==> src/rtl/hazard_pkg.sv <==
package hazard_pkg;

   typedef enum logic [1:0] {
      HZ_RF1P_SHARED = 2'd0,
      HZ_SHARED      = 2'd1,
      HZ_SPLIT       = 2'd2,
      HZ_BYPASS      = 2'd3
   } hz_mode_e;

   typedef enum logic [1:0] {
      FWD_RF  = 2'b00,
      FWD_WB  = 2'b01,
      FWD_MEM = 2'b10
   } fwd_sel_e;

   // producer slots, youngest first
   localparam int PROD_EX  = 0;
   localparam int PROD_MEM = 1;
   localparam int PROD_WB  = 2;
   localparam int NUM_PROD = 3;

   function automatic logic mode_single_rf_port(hz_mode_e m);
      return m == HZ_RF1P_SHARED;
   endfunction

   function automatic logic mode_shared_mem(hz_mode_e m);
      return (m == HZ_RF1P_SHARED) || (m == HZ_SHARED);
   endfunction

   function automatic logic mode_bypass(hz_mode_e m);
      return m == HZ_BYPASS;
   endfunction

endpackage

==> src/rtl/hazard_match.sv <==
module hazard_match #(
   parameter int AW = 5
) (
   input  logic          src_used,
   input  logic [AW-1:0] src,
   input  logic          prod_valid,
   input  logic          prod_wen,
   input  logic [AW-1:0] prod_rd,
   output logic          hit
);
   logic rd_nonzero;

   assign rd_nonzero = |prod_rd;
   assign hit = src_used & prod_valid & prod_wen & rd_nonzero & (prod_rd == src);
endmodule

==> src/rtl/hazard_src_scan.sv <==
module hazard_src_scan #(
   parameter int AW = 5,
   parameter int NP = 3
) (
   input  logic                 src_used,
   input  logic [AW-1:0]        src,
   input  logic [NP-1:0]        p_valid,
   input  logic [NP-1:0]        p_wen,
   input  logic [NP-1:0][AW-1:0] p_rd,
   output logic [NP-1:0]        hit
);
   for (genvar p = 0; p < NP; p++) begin : g_prod
      hazard_match #(.AW(AW)) u_match (
         .src_used   (src_used),
         .src        (src),
         .prod_valid (p_valid[p]),
         .prod_wen   (p_wen[p]),
         .prod_rd    (p_rd[p]),
         .hit        (hit[p])
      );
   end
endmodule

==> src/rtl/hazard_fwd_mux.sv <==
module hazard_fwd_mux
   import hazard_pkg::*;
#(
   parameter int AW = 5
) (
   input  logic          en,
   input  logic          cons_valid,
   input  logic [AW-1:0] src,
   input  logic          mem_valid,
   input  logic          mem_wen,
   input  logic [AW-1:0] mem_rd,
   input  logic          wb_valid,
   input  logic          wb_wen,
   input  logic [AW-1:0] wb_rd,
   output fwd_sel_e      sel
);
   logic look;
   logic hit_mem;
   logic hit_wb;

   assign look = en & cons_valid;

   hazard_match #(.AW(AW)) u_mem (
      .src_used   (look),
      .src        (src),
      .prod_valid (mem_valid),
      .prod_wen   (mem_wen),
      .prod_rd    (mem_rd),
      .hit        (hit_mem)
   );

   hazard_match #(.AW(AW)) u_wb (
      .src_used   (look),
      .src        (src),
      .prod_valid (wb_valid),
      .prod_wen   (wb_wen),
      .prod_rd    (wb_rd),
      .hit        (hit_wb)
   );

   // newer result takes priority
   always_comb begin
      if (hit_mem)     sel = FWD_MEM;
      else if (hit_wb) sel = FWD_WB;
      else             sel = FWD_RF;
   end
endmodule

==> src/rtl/hazard_ctl.sv <==
module hazard_ctl
   import hazard_pkg::*;
#(
   parameter int REG_AW = 5
) (
   input  logic              clk,
   input  logic              rst_n,
   input  logic [1:0]        mode_cfg,
   input  logic              id_valid,
   input  logic [REG_AW-1:0] id_rs1,
   input  logic              id_rs1_used,
   input  logic [REG_AW-1:0] id_rs2,
   input  logic              id_rs2_used,
   input  logic              ex_valid,
   input  logic [REG_AW-1:0] ex_rd,
   input  logic              ex_wen,
   input  logic              ex_mread,
   input  logic [REG_AW-1:0] ex_rs1,
   input  logic [REG_AW-1:0] ex_rs2,
   input  logic              ex_br_taken,
   input  logic              mem_valid,
   input  logic [REG_AW-1:0] mem_rd,
   input  logic              mem_wen,
   input  logic              mem_mread,
   input  logic              mem_mwrite,
   input  logic              wb_valid,
   input  logic [REG_AW-1:0] wb_rd,
   input  logic              wb_wen,
   output logic              stall_if,
   output logic              stall_id,
   output logic              bubble_ex,
   output logic              kill_if,
   output logic              kill_id,
   output logic [1:0]        fwd_a,
   output logic [1:0]        fwd_b
);
   localparam int NUM_SRC = 2;

   initial begin
      if (REG_AW < 2 || REG_AW > 8)
         $fatal(1, "hazard_ctl: REG_AW must lie in 2..8");
   end

   // configuration captured while held in reset
   hz_mode_e mode_q;
   always_ff @(posedge clk) begin
      if (!rst_n) mode_q <= hz_mode_e'(mode_cfg);
   end

   logic [NUM_PROD-1:0]             p_valid;
   logic [NUM_PROD-1:0]             p_wen;
   logic [NUM_PROD-1:0][REG_AW-1:0] p_rd;

   assign p_valid[PROD_EX]  = ex_valid;
   assign p_valid[PROD_MEM] = mem_valid;
   assign p_valid[PROD_WB]  = wb_valid;
   assign p_wen[PROD_EX]    = ex_wen;
   assign p_wen[PROD_MEM]   = mem_wen;
   assign p_wen[PROD_WB]    = wb_wen;
   assign p_rd[PROD_EX]     = ex_rd;
   assign p_rd[PROD_MEM]    = mem_rd;
   assign p_rd[PROD_WB]     = wb_rd;

   logic [NUM_SRC-1:0][REG_AW-1:0] d_src;
   logic [NUM_SRC-1:0]             d_use;
   logic [NUM_SRC-1:0][NUM_PROD-1:0] d_hit;

   assign d_src = {id_rs2, id_rs1};
   assign d_use = {id_rs2_used, id_rs1_used} & {NUM_SRC{id_valid}};

   for (genvar s = 0; s < NUM_SRC; s++) begin : g_src
      hazard_src_scan #(.AW(REG_AW), .NP(NUM_PROD)) u_scan (
         .src_used (d_use[s]),
         .src      (d_src[s]),
         .p_valid  (p_valid),
         .p_wen    (p_wen),
         .p_rd     (p_rd),
         .hit      (d_hit[s])
      );
   end

   logic any_ex;
   logic any_mem;
   always_comb begin
      any_ex  = 1'b0;
      any_mem = 1'b0;
      for (int s = 0; s < NUM_SRC; s++) begin
         any_ex  = any_ex  | d_hit[s][PROD_EX];
         any_mem = any_mem | d_hit[s][PROD_MEM];
      end
   end

   logic data_hold;
   logic port_hold;
   logic fetch_block;
   logic redirect;
   logic decode_hold;

   always_comb begin
      if (mode_bypass(mode_q)) data_hold = any_ex & ex_mread;
      else                     data_hold = any_ex | any_mem;
   end

   assign port_hold   = mode_single_rf_port(mode_q) & wb_valid & wb_wen;
   assign fetch_block = mode_shared_mem(mode_q) & mem_valid & (mem_mread | mem_mwrite);
   assign redirect    = ex_valid & ex_br_taken;
   assign decode_hold = (data_hold | port_hold) & ~redirect;

   assign stall_id  = rst_n & decode_hold;
   assign bubble_ex = rst_n & decode_hold;
   assign stall_if  = rst_n & ~redirect & (decode_hold | fetch_block);
   assign kill_if   = rst_n & (redirect | (fetch_block & ~decode_hold));
   assign kill_id   = rst_n & redirect;

   // operand forwarding
   logic [NUM_SRC-1:0][REG_AW-1:0] x_src;
   fwd_sel_e                       op_sel [NUM_SRC];
   logic                           fwd_en;

   assign x_src  = {ex_rs2, ex_rs1};
   assign fwd_en = rst_n & mode_bypass(mode_q);

   for (genvar o = 0; o < NUM_SRC; o++) begin : g_op
      hazard_fwd_mux #(.AW(REG_AW)) u_fwd (
         .en         (fwd_en),
         .cons_valid (ex_valid),
         .src        (x_src[o]),
         .mem_valid  (mem_valid),
         .mem_wen    (mem_wen),
         .mem_rd     (mem_rd),
         .wb_valid   (wb_valid),
         .wb_wen     (wb_wen),
         .wb_rd      (wb_rd),
         .sel        (op_sel[o])
      );
   end

   assign fwd_a = op_sel[0];
   assign fwd_b = op_sel[1];
endmodule

==> config.mk <==
export PLATFORM = sky130hd
export DESIGN_NAME = hazard_ctl
export DESIGN_NICKNAME = d
export VERILOG_FILES = /design/src/rtl/hazard_pkg.sv /design/src/rtl/hazard_match.sv /design/src/rtl/hazard_src_scan.sv /design/src/rtl/hazard_fwd_mux.sv /design/src/rtl/hazard_ctl.sv
export SDC_FILE = /design/constraint.sdc
export NUM_CORES = 1
export LEC_CHECK = 0
export CAP_MARGIN = 40
export CORE_AREA = 2 2 39 41
export CTS_BUF_LIST = sky130_fd_sc_hd__clkbuf_8
export DETAILED_ROUTE_END_ITERATION = 8
export DIE_AREA = 0 0 41 43
export DONT_BUFFER_PORTS = 1
export GPL_TIMING_DRIVEN = 0
export PLACE_DENSITY = 0.79
export SLEW_MARGIN = 20
export SYNTH_ARGS = -nofsm -noshare
export SYNTH_HDL_FRONTEND = slang
export SYNTH_SLANG_ARGS = --single-unit
==> constraint.sdc <==
create_clock -name clk -period 3.88 [get_ports clk]
set_input_delay 0.582 -clock clk [delete_from_list [all_inputs] [get_ports clk]]
set_output_delay 0.582 -clock clk [all_outputs]
set_load 0.01 [all_outputs]
==> flow_summary.toml, run 1 <==
[power]
p_total_uw = 170
ir_drop_v = 0.000211
power.density_nw_per_um2 = 206
p_leak_nw = 0.256

[logic_synthesis]
yosysWarnings = 0
synth_common_cells = "xnor2_1, xor2_1, nand4_1"
synth_top_area_frac = 0.344
synth_area_um2 = 763
yosysSeqAreaShare = 0.0787
syn_area_per_cell_um2 = 7.79
synth.net_count = 150
synth_largest_area_cell = "xnor2_1"
ys.flop_type = "edfxtp_1"
synth_edf_count = 2
netlist_instances = 98
synth_top_cells_by_area = "xnor2_1, xor2_1, edfxtp_1"
synth_cell_type_count = 25
ys_async_sr_fraction = 0
synthMostInstantiatedCell = "xnor2_1"
synth_seq_cells = 2

[grt]
grt_overflow = 0
grtUsageTotal = 0.212
top_usage_layer = "met2"
grt_first_pass_wirelength_mm = 2.63
grt_util_met2 = 0.397
grt_pass1_vias = 748
grt_max_degree = 6
met3_usage = 0.0576
use_met1 = 0.216
grt_antenna_before_repair = 0

[drt]
wl_mm = 1.83
drt-initial-drc-count = 1
wl_per_cell_um = 15.6
vias = 700
viasPerCell = 5.98
drc_errors = 0
ant_nets = 0
first_pass_iters = 4

[floorplan]
dieHeight_um = 43
io_pins = 61
fp.dieArea_um2 = 1760
num_rows = 14
initial_core_util = 0.552
die_w_um = 41
core_area_um2 = 1380

[sta]
setup_viol = 0
rsz0062_at_grt = "no"
tightest_slew_ns = 0.364
final_max_slew_viol_count = 0
maxSlewHeadroom = 0.756
tns_ns = 0
worst_slack_ns = 1.41
fmax_mhz = 405
hold_violations = 0
min_period_ns = 2.47
period_share = 0.636

[final_layout]
nFillCells = 135
final_nets = 155
antenna_cells = 0
drive_gt1_frac = 0.188
largest_reg_flops = 2
top_register = "mode_q"
stdcell_count = 117
reg_top3 = "mode_q x2"
area_growth_pct = 8.03

[worst_setup_path]
crit_family = "simple AND/OR/NAND/NOR gates"
max_stage_delay_ns = 0.52
cp_slowest_cell = "or4_4"
path_buf_inv = 1
end_kind = "output port"
path_cells = "buf_6, or4_4, o21ai_2, or3_4, nor4_2, nor3_1"
crit_required_ns = 3.30
worstPathArrival_ns = 1.89
critical_path_class = "in -> out"
start_kind = "primary input"
path_max_fanout = 5

[cts]
htreeDepth = 1
clock-sinks = 2
cts_setup_buffers = 0
cts_buffer_depth = 2
cts.clk_slew.worst_paths_ns = 0.03
numCtsBuffers = 3
postCtsHoldBufs = 0
cts_resized = 0
cts_tree = "yes"
cts_root_buf = "clkbuf_8"

[run]
cap_violations = 0

[placed_design]
pre_cts_ws_ns = 1.40
dp.cells = 114
hpwl_mm = 1.66
gp_congestion = 0.723
numPortBuffers = 0

[min_path]
hp-class = "in -> reg"

[run_status]
status = "finished, final reports clean"
cell usage in the layout (no fill, tap or decap), drive strengths merged:
cell    instances
xnor2          30
xor2           10
nand4           9
buf             8
nor3            6
nand2           5
nand3           4
nor2            4
a21oi           4
clkbuf          3
o21ai           3
inv             2
nor4            2
o22ai           2
edfxtp          2
or4             2
or3             2
a31oi           1
a211oi          1
a21o            1
cell families after synthesis:
kind of cell           synth area share
XOR/XNOR                          0.459
AND/OR/NAND/NOR                   0.272
AO/OA/AOI/OAI                     0.102
buffers and inverters            0.0885
flip-flops                       0.0787
routing by layer:
layer,share of wire,routed length (um)
met3,0.13,237
met2,0.53,960
met5,0,0
met1,0.34,627
met4,0,0
where the power goes:
part / total, mW / internal (mW) / switching, mW
sequential: 0.0279 / 0.0260 / 0.00182
clock: 0.0783 / 0.0653 / 0.0130
combinational: 0.0636 / 0.0364 / 0.0272
stage by stage:
step | hold slack [ns] | area [um^2] | util
2_1_floorplan | 0.681 | 763 | -
3_3_place_gp | 0.681 | 783 | 0.566
3_5_place_dp | 0.681 | 783 | 0.566
4_1_cts | 0.473 | 825 | 0.596
5_1_grt | 0.469 | 825 | 0.596
6_report | 0.475 | 825 | 0.596
path summary, 6_finish.rpt:
kind / from / to / slack, ns / depth (start not counted)
hold / removal: mode_cfg[0] / mode_q[0] / 0.47 / 0
setup / recovery: mem_rd[3] / fwd_a[0] / 1.41 / 6
layout make-up:
| cell class | instances | area [um^2] | share of cell area |
|---|---|---|---|
| tap | 16 | 20.0 | 0.0243 |
| clock buffer | 3 | 41.3 | 0.0501 |
| buffer | 8 | 60.1 | 0.0728 |
| multi-input combinational | 86 | 636 | 0.771 |
| sequential | 2 | 60.1 | 0.0728 |
| inverter | 2 | 7.51 | 0.00910 |
No activity file was read; power rests on OpenSTA's default activity.
==> inputs of run 2 (changes only) <==
Settings changed: PLACE_DENSITY 0.79 to 0.82.
Clock period 3.88 ns to 2.07 ns, I/O delays scaled along.
==> run 2 against run 1 <==
Net effect: non-clock buffer count is the same; via count grew 3.9%; total power grew 89%; global-route usage grew 0.60 points; core utilization is the same; count of clock-buffer cells in the layout is the same; sequential share of layout area is the same; sequential power grew 86%; first-iteration DRC count grew to 6.0 times the previous value; worst setup slack lost 1.3 ns; worst hold slack lost 0.27 ns; critical path type unchanged; critical endpoint unchanged; largest power group unchanged.
==> flow_summary.toml, run 2 (synthesis results as in run 1) <==
[run_status]
status = "finished, final reports clean"

[grt]
grtUsageTotal = 0.218
grt_first_pass_wirelength_mm = 2.73
grt_antenna_before_repair = 0
grt_overflow = 0
grt_pass1_vias = 763
grt_max_degree = 6

[final_layout]
final_nets = 155
drive_gt1_frac = 0.188
reg_top3 = "mode_q x2"
final_cell_mix = "xnor2_1, xor2_1, nand4_1"
final_common_cell = "xnor2_1"
top_register = "mode_q"
largest_reg_flops = 2
antenna_cells = 0
postLayoutCellArea_um2 = 825
area_growth_pct = 8.03

[cts]
cts.clk_slew.worst_paths_ns = 0.03
cts_root_buf = "clkbuf_8"
htreeDepth = 1
cts_resized = 0
cts_setup_buffers = 0
postCtsHoldBufs = 0
cts_buffer_depth = 2
clock-sinks = 2
numCtsBuffers = 3
cts_tree = "yes"

[sta]
hold_violations = 0
rsz0062_at_grt = "no"
setup_viol = 0
min_period_ns = 1.96
final_max_slew_viol_count = 0
fmax_mhz = 511
tns_ns = 0
period_share = 0.946
worst_slack_ns = 0.113
timing.hold.ws_ns = 0.200
tightest_slew_ns = 0.380
maxSlewHeadroom = 0.745

[power]
p_leak_nw = 0.256
p_int_uw = 240
switching_power_uw = 80.9
p_clk_frac = 0.465
power.density_nw_per_um2 = 389
ir_drop_v = 0.000571
power_frac_comb = 0.373
p_sw_frac = 0.252
pwr-share-seq = 0.162

[placed_design]
pre_cts_ws_ns = 0.102
gp_congestion = 0.757
hpwl_mm = 1.62
placed_area_um2 = 783
numPortBuffers = 0

[min_path]
holdPathStages = 0
hp-class = "in -> reg"
hp-start = "mode_cfg[1]"

[worst_setup_path]
path_max_fanout = 5
crit_required_ns = 1.76
startpoint = "mem_rd[3]"
critical_path_class = "in -> out"
worstPathArrival_ns = 1.65
end_kind = "output port"
start_kind = "primary input"
cp-endpoint = "fwd_a[0]"

[floorplan]
initial_core_util = 0.552
core_area_um2 = 1380
num_rows = 14
dieHeight_um = 43
io_pins = 61
die_w_um = 41
fp.dieArea_um2 = 1760

[drt]
viasPerCell = 6.21
wl_per_cell_um = 15.4
met1Wirelength_um = 650
vias = 727
top_layer = "met3"
first_pass_iters = 4
dr_wl_met2_um = 923
wl_mm = 1.80
ant_nets = 0
drc_errors = 0
wl_met3_um = 229
drt-initial-drc-count = 6

[run]
cap_violations = 0
run 2: cell counts in the layout (fill, tap and decap cells not counted):
No cell type changed its count.
run 2: area by class of cell:
| class | instances | area, um^2 |
|---|---|---|
| Clock buffer | 3 | 41.3 |
| Buffer | 8 | 60.1 |
| Sequential cell | 2 | 60.1 |
| Multi-Input combinational cell | 86 | 636 |
| Tap cell | 16 | 20.0 |
| Fill cell | 136 | 559 |
| Inverter | 2 | 7.51 |
run 2: power groups by stage:
stage	Sequential, mW	Clock [mW]	Combinational, mW
5_1_grt	0.0524	0.156	0.136
3_5_place_dp	0.0524	0	0.120
6_report	0.0520	0.149	0.119
4_1_cts	0.0518	0.152	0.121
3_3_place_gp	0.0524	0	0.116
2_1_floorplan	0.0517	0	0.107
run 2: how the worst min path moves through the flow:
stage / to
final: mode_q[1]
after CTS: mode_q[1]
after global routing: mode_q[1]
after detailed placement: mode_q[0]
after global placement: mode_q[0]
after floorplan: mode_q[0]
run 2: metal layers:
layer / vias to the layer above / GRT usage
li1: 350 / -
met1: 328 / 0.242
met2: 49 / 0.403
met3: 0 / 0.0524
met4: 0 / 0.0200
met5: - / 0
run 2: worst max-delay path, stage by stage:
cell,delay (ns)
buf_6,0.11
or4_4,0.52
o21ai_2,0.15
or3_4,0.16
nor4_2,0.05
nor3_1,0.34
run 2: stage by stage:
step,power (mW),cells,util
floorplan,0.159,98,-
global placement,0.169,114,0.566
detailed placement,0.173,114,0.566
CTS,0.325,117,0.596
global route,0.344,117,0.596
finish,0.320,117,0.596
